===== config.mk =====
export PLATFORM = sky130hd
export DESIGN_NAME = irq_ctrl_top
export DESIGN_NICKNAME = d
export VERILOG_FILES = /design/src/rtl/irq_pkg.sv /design/src/rtl/irq_cfg_regs.sv /design/src/rtl/irq_flags.sv /design/src/rtl/irq_arbiter.sv /design/src/rtl/irq_inservice.sv /design/src/rtl/irq_ctrl_top.sv
export SDC_FILE = /design/constraint.sdc
export NUM_CORES = 1
export LEC_CHECK = 0
export ABC_AREA = 1
export CAP_MARGIN = 20
export CORE_ASPECT_RATIO = 0.5
export CORE_MARGIN = 2
export CORE_UTILIZATION = 32
export DETAILED_ROUTE_END_ITERATION = 10
export GPL_TIMING_DRIVEN = 0
export MAX_ROUTING_LAYER = met4
export PLACE_DENSITY_LB_ADDON = 0.12
export SYNTH_ARGS = -nofsm -noshare
export SYNTH_HDL_FRONTEND = slang
export SYNTH_SLANG_ARGS = --single-unit
export TNS_END_PERCENT = 50

===== constraint.sdc =====
create_clock -name clk -period 2.14 [get_ports clk]
set_input_delay 0.321 -clock clk [delete_from_list [all_inputs] [get_ports clk]]
set_output_delay 0.321 -clock clk [all_outputs]
set_load 0.01 [all_outputs]

===== src/rtl/irq_pkg.sv =====
package irq_pkg;
    localparam int NSRC       = 6;
    localparam int NEXT       = 2;
    localparam int NLVL       = 2;
    localparam int IDXW       = $clog2(NSRC);
    localparam int VECW       = 16;
    localparam logic [VECW-1:0] VEC_BASE = 16'h0003;
    localparam int VEC_STRIDE = 8;
    localparam int GATE_BIT   = 7;

    typedef enum logic [1:0] {
        SEL_ENABLE = 2'd0,
        SEL_PRIO   = 2'd1,
        SEL_TYPE   = 2'd2
    } cfg_sel_e;

    typedef struct packed {
        logic            valid;
        logic            level;
        logic [IDXW-1:0] idx;
    } pick_t;

    function automatic logic [VECW-1:0] vec_of(input logic [IDXW-1:0] idx);
        return VEC_BASE + VECW'(idx) * VECW'(VEC_STRIDE);
    endfunction

    function automatic logic [IDXW-1:0] first_set(input logic [NSRC-1:0] v);
        logic [IDXW-1:0] r;
        r = '0;
        for (int i = NSRC - 1; i >= 0; i--) begin
            if (v[i]) r = IDXW'(i);
        end
        return r;
    endfunction
endpackage


===== src/rtl/irq_cfg_regs.sv =====
module irq_cfg_regs
    import irq_pkg::*;
(
    input  logic            clk,
    input  logic            rst,
    input  logic            we,
    input  logic [1:0]      sel,
    input  logic [7:0]      wdata,
    output logic            gate,
    output logic [NSRC-1:0] en,
    output logic [NSRC-1:0] pri,
    output logic [NEXT-1:0] typ
);
    always_ff @(posedge clk) begin
        if (rst) begin
            gate <= 1'b0;
            en   <= '0;
            pri  <= '0;
            typ  <= '0;
        end else if (we) begin
            case (cfg_sel_e'(sel))
                SEL_ENABLE: begin
                    gate <= wdata[GATE_BIT];
                    en   <= wdata[NSRC-1:0];
                end
                SEL_PRIO: pri <= wdata[NSRC-1:0];
                SEL_TYPE: typ <= wdata[NEXT-1:0];
                default: ;
            endcase
        end
    end
endmodule


===== src/rtl/irq_flags.sv =====
module irq_flags
    import irq_pkg::*;
(
    input  logic            clk,
    input  logic            rst,
    input  logic [NEXT-1:0] ext_n,
    input  logic [NEXT-1:0] typ,
    input  logic [1:0]      tmr_ovf,
    input  logic            ser_req,
    input  logic            t2_req,
    input  logic [NSRC-1:0] clr,
    output logic [NSRC-1:0] req,
    output logic [3:0]      flags
);
    logic [NEXT-1:0] pin_q;
    logic [NEXT-1:0] edge_q;
    logic [NEXT-1:0] ext_req;
    logic [1:0]      tf_q;

    genvar g;
    generate
        for (g = 0; g < NEXT; g++) begin : g_ext
            localparam int SRC = 2 * g;
            always_ff @(posedge clk) begin
                if (rst) begin
                    pin_q[g]  <= 1'b1;
                    edge_q[g] <= 1'b0;
                end else begin
                    pin_q[g] <= ext_n[g];
                    if (typ[g] && pin_q[g] && !ext_n[g])
                        edge_q[g] <= 1'b1;
                    else if (clr[SRC] && typ[g])
                        edge_q[g] <= 1'b0;
                end
            end
            assign ext_req[g] = typ[g] ? edge_q[g] : !ext_n[g];
        end

        for (g = 0; g < 2; g++) begin : g_tmr
            localparam int SRC = 2 * g + 1;
            always_ff @(posedge clk) begin
                if (rst)
                    tf_q[g] <= 1'b0;
                else if (tmr_ovf[g])
                    tf_q[g] <= 1'b1;
                else if (clr[SRC])
                    tf_q[g] <= 1'b0;
            end
            a_r8_tf_hw_clear: assert property (@(posedge clk) disable iff (rst)
                (clr[SRC] && !tmr_ovf[g]) |=> !tf_q[g]);
        end
    endgenerate

    a_r7_edge_held: assert property (@(posedge clk) disable iff (rst)
        (typ[0] && edge_q[0] && !clr[0] && $stable(typ[0])) |=> edge_q[0]);

    assign req   = {t2_req, ser_req, tf_q[1], ext_req[1], tf_q[0], ext_req[0]};
    assign flags = {tf_q[1], edge_q[1], tf_q[0], edge_q[0]};
endmodule


===== src/rtl/irq_arbiter.sv =====
module irq_arbiter
    import irq_pkg::*;
(
    input  logic            gate,
    input  logic [NSRC-1:0] en,
    input  logic [NSRC-1:0] pri,
    input  logic [NSRC-1:0] req,
    input  logic [NLVL-1:0] svc,
    output pick_t           pick
);
    logic [NSRC-1:0] cand;
    logic [NSRC-1:0] hi_c;
    logic [NSRC-1:0] lo_c;

    always_comb begin
        cand = req & en & {NSRC{gate}};
        hi_c = cand & pri;
        lo_c = cand & ~pri;
        pick = '0;
        if (svc[1]) begin
            pick = '0;
        end else if (|hi_c) begin
            pick.valid = 1'b1;
            pick.level = 1'b1;
            pick.idx   = first_set(hi_c);
        end else if (!svc[0] && |lo_c) begin
            pick.valid = 1'b1;
            pick.level = 1'b0;
            pick.idx   = first_set(lo_c);
        end
    end
endmodule


===== src/rtl/irq_inservice.sv =====
module irq_inservice
    import irq_pkg::*;
(
    input  logic            clk,
    input  logic            rst,
    input  logic            take,
    input  logic            take_lvl,
    input  logic            reti,
    output logic [NLVL-1:0] svc
);
    logic [NLVL-1:0] nxt;

    always_comb begin
        nxt = svc;
        if (reti) begin
            if (nxt[1]) nxt[1] = 1'b0;
            else        nxt[0] = 1'b0;
        end
        if (take) nxt[take_lvl] = 1'b1;
    end

    always_ff @(posedge clk) begin
        if (rst) svc <= '0;
        else     svc <= nxt;
    end

    a_r10_reti_top_first: assert property (@(posedge clk) disable iff (rst)
        (reti && !take && svc[1]) |=> (!svc[1] && svc[0] == $past(svc[0])));
    a_r10_reti_low: assert property (@(posedge clk) disable iff (rst)
        (reti && !take && !svc[1]) |=> (svc == 2'b00));
endmodule


===== src/rtl/irq_ctrl_top.sv =====
module irq_ctrl_top
    import irq_pkg::*;
(
    input  logic        clk,
    input  logic        rst,
    input  logic        cfg_we,
    input  logic [1:0]  cfg_sel,
    input  logic [7:0]  cfg_wdata,
    input  logic [1:0]  ext_n,
    input  logic [1:0]  tmr_ovf,
    input  logic        ser_req,
    input  logic        t2_req,
    input  logic        ack,
    input  logic        reti,
    output logic        irq_valid,
    output logic [15:0] irq_vector,
    output logic        irq_level,
    output logic [1:0]  in_service,
    output logic [3:0]  flags
);
    logic            gate;
    logic [NSRC-1:0] en, pri, req, clr;
    logic [NEXT-1:0] typ;
    pick_t           pick;
    logic            take;

    irq_cfg_regs u_cfg (
        .clk(clk), .rst(rst), .we(cfg_we), .sel(cfg_sel), .wdata(cfg_wdata),
        .gate(gate), .en(en), .pri(pri), .typ(typ)
    );

    irq_flags u_flags (
        .clk(clk), .rst(rst), .ext_n(ext_n), .typ(typ), .tmr_ovf(tmr_ovf),
        .ser_req(ser_req), .t2_req(t2_req), .clr(clr), .req(req), .flags(flags)
    );

    irq_arbiter u_arb (
        .gate(gate), .en(en), .pri(pri), .req(req), .svc(in_service), .pick(pick)
    );

    assign take = ack && pick.valid;

    always_comb begin
        clr = '0;
        if (take) clr[pick.idx] = 1'b1;
    end

    irq_inservice u_svc (
        .clk(clk), .rst(rst), .take(take), .take_lvl(pick.level),
        .reti(reti), .svc(in_service)
    );

    assign irq_valid  = pick.valid;
    assign irq_level  = pick.level;
    assign irq_vector = pick.valid ? vec_of(pick.idx) : '0;

    a_r2_global_gate: assert property (@(posedge clk) disable iff (rst)
        !gate |-> !irq_valid);
    a_r9_high_blocks_all: assert property (@(posedge clk) disable iff (rst)
        in_service[1] |-> !irq_valid);
    a_r9_low_only_high: assert property (@(posedge clk) disable iff (rst)
        (irq_valid && in_service[0]) |-> irq_level);
    a_r6_vector_align: assert property (@(posedge clk) disable iff (rst)
        irq_valid |-> (irq_vector[2:0] == 3'b011 && irq_vector[15:6] == '0));
    a_r11_idle_ack: assert property (@(posedge clk) disable iff (rst)
        (ack && !irq_valid && !reti) |=> (in_service == $past(in_service)));
endmodule


==> reports/qor.txt <==
status -> complete, no violations
largest net degree at the start of global routing -> 15
Simple-Gate Fraction of Synth Area -> 35.1%
post-synthesis adder-cell area fraction -> 0%
DRT iter0 DRCs -> 47
final setup fails -> 0
endpoints failing hold -> 0
global-route wire length before repair -> 5.36 mm
Critical Path RT -> 1.82 ns
Seq/Total Area, Yosys -> 34.1%
Cell Area, Synth -> 1350 µm²
worst slew pin tran -> 0.770 ns
num ports -> 45
PortBufs -> 32
clk_lat worst skew -> 0.27 ns
Post-Syn Area per Cell -> 6.78 µm²
initial core utilization -> 34.0%
# DRC -> 0
die area -> 4780 µm²
CTS buffer count -> 3
met3 Track Usage GR -> 3.67%
leakage power -> 0.000854 µW
Fillers -> 436
top cells by area, synth -> dfxtp_1 (34%), nor2_1 (7.8%), nand2_1 (7.5%), buf_4 (7.2%), inv_1 (7.2%)
Crit path largest cell delay -> 0.31 ns
Antenna Violating Nets Remaining -> 0
Worst Setup SP -> u_cfg.gate$_SDFFE_PP0P_
CP cell instances -> buf_6 -> nand2_2 -> inv_2 -> nand4_1 -> nand2_1 -> nor2_2 -> nand2_1 -> nand3_2 -> nand2_4 -> buf_4 -> buf_4
post-synth top area share -> 34.1%
Max Cap Viol -> 0
worst r2r src -> u_cfg.gate$_SDFFE_PP0P_
CTS Root Cell -> clkbuf_8
worst r2r path cells -> 15
vias -> 1350
TNS Setup -> 0 ns
RSZ-0062 raised after global routing -> true
cell taking the most area after synthesis -> dfxtp_1
worst vdd ir -> 0.000288 V
Post-Synthesis Cells -> 199
hold depth -> 3
Crit Path Max Fanout -> 8
shortest period the worst path allows -> 2.00 ns
FFs w/ async S/R, synth -> 0%
CP startpoint kind -> register
initial antenna violation count -> 0
PnR worst setup slack -> 0.143 ns
final hold slack -> 0.417 ns
EDFF count, synth -> 0
maximum clock frequency -> 501 MHz
total power -> 895 µW
Clock Skew -> 0.00489 ns
Worst EP arrival -> 1.68 ns
worst slack at placement -> -0.294 ns
Row Count -> 16
H-tree depth -> 1
Core ar. -> 3960 µm²
gr usage total -> 14.8%
chip width -> 95.8 µm
Compound-Gate Fraction of Synth Area -> 13.8%
Crit-path slowest cell -> dfxtp_1
met1 usage -> 20.3%
Final period util -> 93.3%
critical hold path startpoint -> ext_n[0]
dpl hpwl -> 2.56 mm
drt total wl -> 3.14 mm
XOR/XNOR share of the synthesized area -> 0%
CTS Hold Bufs -> 0
pwr dens -> 486 nW/µm²
worst hold path class -> input port to register
final layout net count -> 270
largest family of logic cells by synthesized area -> simple AND/OR/NAND/NOR gates
total grt overflow -> 0
CTS tree -> built
TritonCTS Sinks -> 23
Synth cell types -> 23
crit end category -> output pin
layout cells sized above 1 -> 22.6%
clock transition at the registers of the reported paths -> 0.09 ns
# diodes -> 0
DR WL/cell -> 10.4 µm
Seq cells post-synth -> 23
grt met2 use -> 22.3%
Slew Limit Fails -> 0
die height -> 49.9 µm
vias in the first global route -> 1212
grt peak-use layer -> met2
WS Path Type -> register to output pin
CTS max path bufs -> 2
DRT Pass-1 Iters -> 4
Top FF cell, synth -> dfxtp_1
Via-to-Cell Ratio -> 4.47
P&R area growth vs syn -> 36.6%
relative slew slack -> 48.3%
multiplexer share of the synthesized area -> 0%
yosys synthesis warning count -> 0
GPL Wtd Cong -> 0.793
[sequential cells by signal (all words and copies together) (netlist names)]
register,flops
u_cfg.gate,1
u_flags.pin_q,2
u_svc.svc,2
u_cfg.en,6
u_cfg.pri,6
u_cfg.typ,2
u_flags.flags,4
[final timing paths]
| kind | to | slack [ns] |
|---|---|---|
| setup / recovery | irq_vector[0] | 0.14 |
| hold / removal | u_flags.pin_q[0]$_SDFF_PP1_ | 0.42 |
| setup reg to reg | u_flags.flags[0]$_SDFFE_PP0P_ | 0.42 |
| hold reg to reg | u_flags.flags[0]$_SDFFE_PP0P_ | 0.46 |
[final cells by class]
class | instances | area, µm² | share of cell area (%)
Sequential cell | 23 | 460 | 25.0
Clock buffer | 3 | 41.3 | 2.24
Timing Repair Buffer | 35 | 308 | 16.7
Multi-Input combinational cell | 141 | 733 | 39.8
Tap cell | 54 | 67.6 | 3.67
Buffer | 17 | 120 | 6.52
Clock inverter | 1 | 7.51 | 0.407
Inverter | 28 | 105 | 5.70
[power by group]
| part | total, µW | internal (µW) | switching (µW) | leakage, µW |
|---|---|---|---|---|
| Sequential | 462 | 449 | 13.5 | 0.000189 |
| Clock | 285 | 132 | 153 | 0.0000217 |
| Combinational | 148 | 74.3 | 73.9 | 0.000643 |
| Total | 895 | 655 | 240 | 0.000854 |
[critical path, delay by kind of cell (launching register included)]
kind                   cells  cell delay [ns]
and+or+nand+nor            7             0.67
DFF                        1             0.31
buffers and inverters      4             0.43
[metrics by stage]
step / cells / util (%) / area [µm²]
floorplan: 209 / - / 1390
global placement: 295 / 44.8 / 1770
detailed placement: 295 / 44.8 / 1770
CTS: 302 / 46.8 / 1860
global route: 302 / 46.5 / 1840
finish: 302 / 46.5 / 1840
[cell families (layout without fill, tap and decap cells)]
family | count (synthesis) | after routing
compound gates | 34 | 34
buf+inv | 45 | 84
flops | 23 | 23
other cells | 1 | 11
simple gates | 96 | 96
[timing repair]
item / in CTS / in global routing
pin swaps: 9 / 3
resized for setup: 15 / 13
setup buffers: 3 / 0
cloned: 0 / 0
setup endpoints to repair: 7 / 7
[synthesized netlist by cell type (2+ instances only)]
| library cell | count |
|---|---|
| nand3_2 | 4 |
| nand2_2 | 6 |
| nor2_2 | 8 |
| inv_2 | 2 |
| a21oi_2 | 2 |
| buf_4 | 13 |
| inv_1 | 26 |
| clkbuf_1 | 3 |
| nor2_1 | 28 |
| o21ai_0 | 17 |
| nand2_1 | 27 |
| a21oi_1 | 11 |
| dfxtp_1 | 23 |
| nand3_1 | 12 |
| nand4_2 | 2 |
| nor3_1 | 2 |
| nand4_1 | 7 |
[cell usage in the layout, fill, tap and decap left out]
master and count:
nor2_1 28, inv_1 26, nand2_1 25, clkdlybuf4s50_1 23, dfxtp_1 23, o21ai_0 17
buf_4 17, nand3_1 11, a21oi_1 11, conb_1 11, nor2_2 8, nand2_2 7
nand4_1 7, clkbuf_2 6, nand3_2 5, clkbuf_1 3, clkbuf_8 3, inv_2 2
nand4_4 2, a21oi_2 2, nor3_1 2, dlygate4sd2_1 2, buf_6 1, nand2_4 1
o21a_1 1, o21ai_2 1, o21ai_1 1, a21boi_1 1, clkinvlp_4 1
[layer usage]
layer  up-vias  wire (µm)
met5         -          0
met4         0          0
li1        711          -
met1       601       1640
met3         0        179
met2        38       1320
Power figures use the tool's default switching activity.
